===== src/rtl/dmfifo_pkg.sv =====
package dmfifo_pkg;
    localparam int DATA_W = 18;

    typedef enum logic {
        SEL_AE = 1'b0,
        SEL_AF = 1'b1
    } ofs_sel_e;
endpackage


===== src/rtl/dmfifo_store.sv =====
module dmfifo_store #(
    parameter int DW    = 18,
    parameter int DEPTH = 256,
    parameter int AW    = $clog2(DEPTH)
) (
    input  logic          clk,
    input  logic          we,
    input  logic [AW-1:0] waddr,
    input  logic [DW-1:0] wdata,
    input  logic [AW-1:0] raddr,
    output logic [DW-1:0] rdata
);
    logic [DW-1:0] mem_q [DEPTH];

    always_ff @(posedge clk) begin
        if (we) begin
            mem_q[waddr] <= wdata;
        end
    end

    assign rdata = mem_q[raddr];
endmodule


===== src/rtl/dmfifo_ofs.sv =====
module dmfifo_ofs
    import dmfifo_pkg::*;
#(
    parameter int AW      = 8,
    parameter int DEF_OFS = 7
) (
    input  logic          clk,
    input  logic          rst,
    input  logic          load,
    input  logic          wr_en,
    input  logic          rd_en,
    input  logic [AW-1:0] wr_val,
    output logic [AW-1:0] ae_off,
    output logic [AW-1:0] af_off,
    output logic [AW-1:0] rb_val
);
    typedef struct packed {
        ofs_sel_e      sel;
        logic [AW-1:0] ae;
        logic [AW-1:0] af;
    } ofs_state_t;

    localparam logic [AW-1:0] DEF_L = AW'(DEF_OFS);

    ofs_state_t st_q, st_d;

    always_comb begin
        st_d = st_q;
        if (load && wr_en) begin
            if (st_q.sel == SEL_AE) begin
                st_d.ae = wr_val;
            end else begin
                st_d.af = wr_val;
            end
        end
        if (load && (wr_en || rd_en)) begin
            st_d.sel = (st_q.sel == SEL_AE) ? SEL_AF : SEL_AE;
        end
        if (rst) begin
            st_d.sel = SEL_AE;
            st_d.ae  = DEF_L;
            st_d.af  = DEF_L;
        end
    end

    always_ff @(posedge clk) begin
        st_q <= st_d;
    end

    assign ae_off = st_q.ae;
    assign af_off = st_q.af;
    assign rb_val = (st_q.sel == SEL_AE) ? st_q.ae : st_q.af;
endmodule


===== src/rtl/dmfifo_flags.sv =====
module dmfifo_flags #(
    parameter int DEPTH = 256,
    parameter int AW    = $clog2(DEPTH)
) (
    input  logic          fwft_mode,
    input  logic [AW:0]   level,
    input  logic          out_valid,
    input  logic [AW-1:0] ae_off,
    input  logic [AW-1:0] af_off,
    output logic          head_flag,
    output logic          room_flag,
    output logic          half_full,
    output logic          almost_empty,
    output logic          almost_full
);
    localparam logic [AW:0] DEPTH_L = (AW+1)'(DEPTH);
    localparam logic [AW:0] HALF_L  = (AW+1)'(DEPTH / 2);

    logic [AW:0] free_w;

    always_comb begin
        free_w       = DEPTH_L - level;
        half_full    = level > HALF_L;
        almost_empty = level <= {1'b0, ae_off};
        almost_full  = free_w <= {1'b0, af_off};
        if (fwft_mode) begin
            head_flag = out_valid;
            room_flag = level < DEPTH_L;
        end else begin
            head_flag = level == '0;
            room_flag = level == DEPTH_L;
        end
    end
endmodule


===== src/rtl/dmfifo.sv =====
module dmfifo
    import dmfifo_pkg::*;
#(
    parameter int DEPTH   = 256,
    parameter int DEF_OFS = 7,
    parameter int AW      = $clog2(DEPTH)
) (
    input  logic              clk,
    input  logic              rst,
    input  logic              fwft_mode,
    input  logic              wr_en,
    input  logic [DATA_W-1:0] wr_data,
    input  logic              rd_en,
    input  logic              load,
    output logic [DATA_W-1:0] rd_data,
    output logic              head_flag,
    output logic              room_flag,
    output logic              half_full,
    output logic              almost_empty,
    output logic              almost_full
);
    localparam logic [AW:0] DEPTH_L = (AW+1)'(DEPTH);

    typedef struct packed {
        logic [AW-1:0]     wptr;
        logic [AW-1:0]     rptr;
        logic [AW:0]       mcnt;
        logic              ovld;
        logic [DATA_W-1:0] dout;
    } core_state_t;

    core_state_t cs_q, cs_d;

    logic [AW:0]       level;
    logic              push;
    logic              mem_pop;
    logic              consume;
    logic [DATA_W-1:0] mem_rdata;
    logic [AW-1:0]     ae_off, af_off, rb_val;

    dmfifo_store #(.DW(DATA_W), .DEPTH(DEPTH), .AW(AW)) u_store (
        .clk   (clk),
        .we    (push),
        .waddr (cs_q.wptr),
        .wdata (wr_data),
        .raddr (cs_q.rptr),
        .rdata (mem_rdata)
    );

    dmfifo_ofs #(.AW(AW), .DEF_OFS(DEF_OFS)) u_ofs (
        .clk    (clk),
        .rst    (rst),
        .load   (load),
        .wr_en  (wr_en),
        .rd_en  (rd_en),
        .wr_val (wr_data[AW-1:0]),
        .ae_off (ae_off),
        .af_off (af_off),
        .rb_val (rb_val)
    );

    dmfifo_flags #(.DEPTH(DEPTH), .AW(AW)) u_flags (
        .fwft_mode    (fwft_mode),
        .level        (level),
        .out_valid    (cs_q.ovld),
        .ae_off       (ae_off),
        .af_off       (af_off),
        .head_flag    (head_flag),
        .room_flag    (room_flag),
        .half_full    (half_full),
        .almost_empty (almost_empty),
        .almost_full  (almost_full)
    );

    // Stored count: memory words plus the output register in fall-through mode
    assign level = cs_q.mcnt + {{AW{1'b0}}, cs_q.ovld};
    assign push  = wr_en && !load && (level < DEPTH_L) && !rst;

    always_comb begin
        cs_d    = cs_q;
        mem_pop = 1'b0;
        consume = 1'b0;

        if (!fwft_mode) begin
            cs_d.ovld = 1'b0;
            if (rd_en && !load && (cs_q.mcnt != '0)) begin
                mem_pop   = 1'b1;
                cs_d.dout = mem_rdata;
            end
        end else begin
            consume = rd_en && !load && cs_q.ovld;
            if ((cs_q.mcnt != '0) && (!cs_q.ovld || consume)) begin
                mem_pop   = 1'b1;
                cs_d.dout = mem_rdata;
                cs_d.ovld = 1'b1;
            end else if (consume) begin
                cs_d.ovld = 1'b0;
            end
        end

        if (load && rd_en && !wr_en) begin
            cs_d.dout = {{(DATA_W-AW){1'b0}}, rb_val};
        end

        if (push) begin
            cs_d.wptr = cs_q.wptr + 1'b1;
        end
        if (mem_pop) begin
            cs_d.rptr = cs_q.rptr + 1'b1;
        end
        case ({push, mem_pop})
            2'b10:   cs_d.mcnt = cs_q.mcnt + 1'b1;
            2'b01:   cs_d.mcnt = cs_q.mcnt - 1'b1;
            default: cs_d.mcnt = cs_q.mcnt;
        endcase

        if (rst) begin
            cs_d = '0;
        end
    end

    always_ff @(posedge clk) begin
        cs_q <= cs_d;
    end

    assign rd_data = cs_q.dout;
endmodule


===== config.mk =====
export PLATFORM = sky130hd
export DESIGN_NAME = dmfifo
export DESIGN_NICKNAME = d
export VERILOG_FILES = /design/src/rtl/dmfifo_pkg.sv /design/src/rtl/dmfifo_store.sv /design/src/rtl/dmfifo_ofs.sv /design/src/rtl/dmfifo_flags.sv /design/src/rtl/dmfifo.sv
export SDC_FILE = /design/constraint.sdc
export NUM_CORES = 2
export LEC_CHECK = 0
export BUFFER_PORTS_ARGS = -buffer_cell sky130_fd_sc_hd__buf_4
export CORE_MARGIN = 5
export CORE_UTILIZATION = 50
export DETAILED_ROUTE_END_ITERATION = 8
export PLACE_DENSITY_LB_ADDON = 0.25
export SLEW_MARGIN = 0
export SYNTH_ARGS = -nofsm -noshare
export SYNTH_HDL_FRONTEND = slang
export SYNTH_MEMORY_MAX_BITS = 65536
export SYNTH_SLANG_ARGS = --single-unit

===== constraint.sdc =====
create_clock -name clk -period 6.5 [get_ports clk]
set_clock_uncertainty 0.2 [all_clocks]
set_input_delay 0.325 -clock clk [delete_from_list [all_inputs] [get_ports clk]]
set_output_delay 0.325 -clock clk [all_outputs]
set_load 0.01 [all_outputs]

======== After elaboration in Yosys (flattened, before gate mapping) ========
Memories as Yosys holds them, arrays and structs flattened. A register that Yosys moved wholly into a read port is not among the register bits.
Cells that the tools add are included.
storage, ports and cells
  bits in registers ....................... 61
  RAM bits ................................ 4608
  output and inout port bits .............. 23
  word-level logic and storage cells ...... 74
  memories kept ........................... 1
memory list
  memory         words  bits a word  rd ports  clocked after memory_dff  write ports  RTL line            text
  u_store.mem_q  256    18           1         1                         1            dmfifo_store.sv:13  logic [DW-1:0] mem_q [DEPTH];
operators by class
  add/subtract/negate cells ............... 6
  order comparisons ....................... 4
  equal/unequal tests ..................... 5
  multiplexer cells ....................... 18
  bitwise operators ....................... 2
  reduce and logical (&&, ||, !) cells .... 29
operator list
  cell                 number
  $mux 18              3
  $mux 8               4
  $le 9x8->1           2
  $pmux 9 s2           1
  $add 8x1->8 const B  2
  $logic_and 1x1->1    11
  $mux 1               10
  $add 9x1->9          1
  $add 9x1->9 const B  1
  $eq 9x9->1 const B   1
  $gt 9x8->1 const B   1
  $logic_not 9->1      1
  $lt 9x9->1 const B   1
  $reduce_bool 9->1    1
  $sub 9x1->9 const B  1
  $sub 9x9->9 const A  1
  $reduce_and 2->1     4
  $reduce_bool 2->1    3
  $logic_not 1->1      4
  $reduce_or 2->1      2
  $ne 3x1->1 const B   1
  $reduce_bool 3->1    1
  $eq 2x1->1 const B   1
  $eq 2x2->1 const B   1
  other kinds (3)      5

======== Depth between registers and ports, before layout ========
  word-level depth ........................ 9
  mapped depth ............................ 25
  depth with buffers taken out ............ 22

======== Cells and area by module ========
Synthesis repeated with hierarchy kept, for this count alone.
second synthesis, totals
  cell total of the unflattened synthesis .. 8745
  area total of the unflattened synthesis .. 181953.3 um^2
modules (own cells, without submodules)
  module        instances  cells each  area an instance (um^2)  sequential area each (um^2)
  dmfifo_store  1          8263        177861.8                 138372.7
  dmfifo        1          308         2546.2                   880.8
  dmfifo_ofs    1          92          932.1                    340.3
  dmfifo_flags  1          82          613.1                    0.0

======== Worst setup path after synthesis ========
Ideal clock, no wire load.
  kind .................................... register to register
  start point ............................. reg cs_q[19] (netlist name)
  end point ............................... reg cs_q[27] (netlist name)
  library setup time ...................... 0.128 ns
  arrival time ............................ 4.703 ns
  slack ................................... 1.469 ns
  cell stages (with the launch flop) ...... 26
  period minus slack after synthesis ...... 5.031 ns
  cell sequence ........................... dfxtp_1 > ha_1 > and3_1 > and3_1 > xnor2_1 > inv_1 > nor3_1 > nand2_1 > nor2_1 > ha_1 > nor3_1 > buf_2 > inv_1 > ha_1 > clkbuf_1 > clkbuf_1 > xor2_1 > ha_1 > a21oi_1 > o21ai_0 > a221oi_1 > o21ba_2 > a31oi_1 > a31oi_1 > xnor2_1 > nor2_1
on the way
  word-level cells in the longest chain between the ends .. 6
  elaborated cells between the ends (all ways) .. 16
  those cells by class .................... add/sub (3); order compare (1); eq/ne (2); mux (4); reduce/logical (6)
RTL lines
  element                                                  RTL line                                  text
  start: declaration                                       dmfifo.sv:32                              core_state_t cs_q, cs_d;
  start signal: assignment                                 dmfifo.sv:123                             cs_q <= cs_d;
  $add 9x1->9 / $reduce_bool 9->1 (equally long branches)  dmfifo.sv:76, dmfifo.sv:86, dmfifo.sv:92
  $lt 9x9->1, or another cell as far along                 dmfifo.sv:77                              assign push = wr_en && !load && (level < DEPTH_L) && !rst;
  $logic_and 1x1->1, or another cell as far along          dmfifo.sv:77
  $logic_and 1x1->1 / $mux 1 (equally long branches)       dmfifo.sv:77, dmfifo.sv:84
  $eq 2x1->1 / $eq 2x2->1 (equally long branches)          dmfifo.sv:111                             case ({push, mem_pop})
  $pmux 9 s2 / $reduce_bool 2->1 (equally long branches)   --
Several ways; a longest one is shown, not always the timed one.
A chain may end at the register's enable or synchronous reset.

======== Final worst setup path ========
  start point ............................. reg cs_q[19] (netlist name)
  end point ............................... mem u_store.mem_q[243][6] (enable)
on the way
  word-level cells in the longest chain between the ends .. 6
RTL lines
  element                          RTL line            text
  $add 9x1->9                      dmfifo.sv:76        assign level = cs_q.mcnt + {{AW{1'b0}}, cs_q.ovld};
  $lt 9x9->1                       dmfifo.sv:77
  $logic_and 1x1->1 (2 in series)  dmfifo.sv:77
  $mux 1                           dmfifo_store.sv:16  if (we) begin
  $mux 1 (not written as such)     dmfifo_store.sv:17  mem_q[waddr] <= wdata;
  end: declaration                 dmfifo_store.sv:13
Every way passes these cells.

==> out/qor.yml <==
status: "completed"
hold_class: "in2reg"
die_x_um: 613
hold_violations: 0
antenna_found_initial: 39
num_rows: 221
syn_area_per_cell_sq_um: 21.8
setup_tns_ns: 0
peakVddDrop_mv: 0.249
p_int_w: 0.0535
synthCells: 8333
total_power_w: 0.0731
cp-end-kind: "register"
cp_max_fo: 21
antenna_left: 0
comb_power_share_pct: 18.1
cts_made_buffers: 456
drive_gt1_share_pct: 28.4
numPortBuffers: 46
grt_overflow: 0
critPathRequiredTime_ns: 6.91
final_common_cell: "edfxtp_1"
async_reset_ff_share_pct: 0
p_clk_share_pct: 36.0
drv_slew: 0
cts_tree: "built"
ys_seq_elements: 4677
coreArea_sq_um: 362000
syn_nets: 8387
die_y_um: 613
num_vias: 93900
wire_per_inst_um: 38.5
synthesis.yosys.warnings: 0
clk_latency_ns: 1.02
area_growth_pct: 12.9
ys_types: 70
grt_max_degree: 147
netSwitchingFraction_pct: 26.8
yosysSeqAreaShare_pct: 77.0
period_needed_ns: 5.46
mostFrequentLayoutCells: "edfxtp_1 (4,608), mux4_2 (1,138), clkbuf_16 (464)"
grt_pass1_vias: 91100
crit_type: "reg2reg"
cts_buffer_depth: 4
period_share_pct: 84.1
p_seq_share_pct: 46.0
setup-violations-final: 0
place_hpwl_um: 332000
n_fill_cell: 26100
nets: 8901
io_pins: 47
synth_area_sq_um: 182000
cts_resized: 0
path_clk_slew_ns: 0.06
p_switching_w: 0.0196
critPathLaunchType: "register"
die_area_sq_um: 375000
power_leakage_nw: 62.6
rsz0062_at_grt: "no"
numClockSinks: 4677
viasPerCell: 6.69
totalWireLength_um: 541000
htreeDepth: 5
drt_iter0_drc: 15300
worst_slew_pin_slew_ns: 1.44
fin_util_pct: 56.6
maxSlewHeadroom_pct: 3.10
cp.arrival_ns: 5.88
maxCapViolations: 0
track_usage_pct: 28.6
grt_pass1_wl_um: 747000
synth_ff_type: "edfxtp_1"
initial_core_util_pct: 50.2
cts-root-buf: "clkbuf_16"
drcViolationCount: 0
synth_edf_count: 4608
place_congestion: 0.931
power_density_nw_per_um2: 356
clock.fmax_mhz: 183
drt_pass1_iterations: 8
==> final cells by class <==
class	instances	area [sq um]	share of cell area, %
clock inverters	273	2680	1.30
repair buffers	545	4910	2.40
diodes	16	40.0	0.0195
well taps	4794	6000	2.93
inverters	32	135	0.0659
clock buffers	573	12100	5.91
flip-flops and latches	4677	140000	68.2
multi-input cells	3135	39400	19.2
==> worst max-delay path, cell delays in order (launching register included) <==
cell	delay (ns)
dfxtp_1	0.45
ha_1	0.25
ha_1	0.29
xor2_1	0.37
inv_1	0.09
nand2_1	0.11
nor3_1	0.07
nand2_1	0.11
nor2_1	0.07
ha_1	0.24
nor3_2	0.23
buf_4	0.40
and2_1	0.41
nand2_4	0.64
nor2_2	1.08
==> final timing paths <==
path / from / end / slack [ns] / cells past startpoint
worst min register to register: u_ofs.af_off[3] / u_ofs.af_off[3] / 0.29 / 2
worst max-delay path: cs_q[19] / u_store.mem_q[243][6] / 1.04 / 14
worst min-delay path: wr_data[7] / u_store.mem_q[54][7] / 0.22 / 2
worst max register to register: cs_q[19] / u_store.mem_q[243][6] / 1.04 / 14
==> sequential cells by signal (all words and copies together) (netlist names), named ones only <==
name / flops
u_store.mem_q: 4608
cs_q: 26
rd_data: 18
u_ofs.ae_off: 8
u_ofs.af_off: 8
u_ofs.st_q: 1
==> logic make-up after synthesis <==
kind of cell | Yosys count | synth area share, %
AND/OR/NAND/NOR | 892 | 2.17
flip-flops | 4677 | 77.0
XOR/XNOR | 38 | 0.183
adder cells (fa/ha/maj) | 30 | 0.207
AO/OA/AOI/OAI | 663 | 2.47
buffers and inverters | 521 | 1.80
multiplexers | 1512 | 16.2
==> layer usage <==
layer  vias to the layer above  track usage [%]  part of all wire, %
li1                      36100                -                    -
met1                     49800             40.2                   37
met2                      6819             42.5                   45
met3                      1125             8.37                   13
met4                        20             11.9                  5.1
met5                         -                0                0.023
==> metrics by stage <==
step / hold slack, ns / setup WS, ns / cells / instance area (sq um)
floorplan: 0.224 / 1.47 / 8333 / 182000
global placement: 0.261 / 0.842 / 13200 / 190000
detailed placement: 0.273 / 1.11 / 13200 / 190000
CTS: 0.198 / 1.09 / 14000 / 205000
global route: 0.212 / 0.644 / 14000 / 205000
finish: 0.218 / 1.04 / 14000 / 205000
==> power by group through the flow <==
| stage | Combinational (W) | Sequential [W] | Clock, W |
|---|---|---|---|
| 4_1_cts | 0.0131 | 0.0336 | 0.0265 |
| 3_3_place_gp | 0.0129 | 0.0342 | 0 |
| 2_1_floorplan | 0.00842 | 0.0339 | 0 |
| 3_5_place_dp | 0.0130 | 0.0342 | 0 |
| 6_report | 0.0132 | 0.0336 | 0.0263 |
| 5_1_grt | 0.0136 | 0.0335 | 0.0279 |
==> repair_timing <==
item	4_1_cts	5_1_grt
setup buffers	0	0
hold buffers	28	0
hold endpoints to repair	1233	0
==> cells in the mapped netlist, types with 30 or more instances <==
cell / count / area share, %
clkbuf_1: 151 / 0.31
dfxtp_1: 69 / 0.76
inv_1: 30 / 0.062
a22oi_1: 47 / 0.19
buf_1: 36 / 0.074
and2_1: 41 / 0.14
a21oi_1: 151 / 0.42
o221ai_1: 68 / 0.33
buf_6: 78 / 0.48
edfxtp_1: 4608 / 76
mux2i_1: 351 / 1.9
o21ai_0: 67 / 0.18
buf_2: 124 / 0.34
nor3_1: 51 / 0.14
mux4_2: 1138 / 14
nor2b_1: 38 / 0.13
a211oi_1: 57 / 0.24
o22ai_1: 111 / 0.38
buf_4: 77 / 0.32
ha_1: 30 / 0.21
nand2_1: 216 / 0.45
nand3_1: 79 / 0.22
nor2_1: 383 / 0.79
a31oi_1: 33 / 0.11
Note: power is estimated with default switching activity, not from simulation.
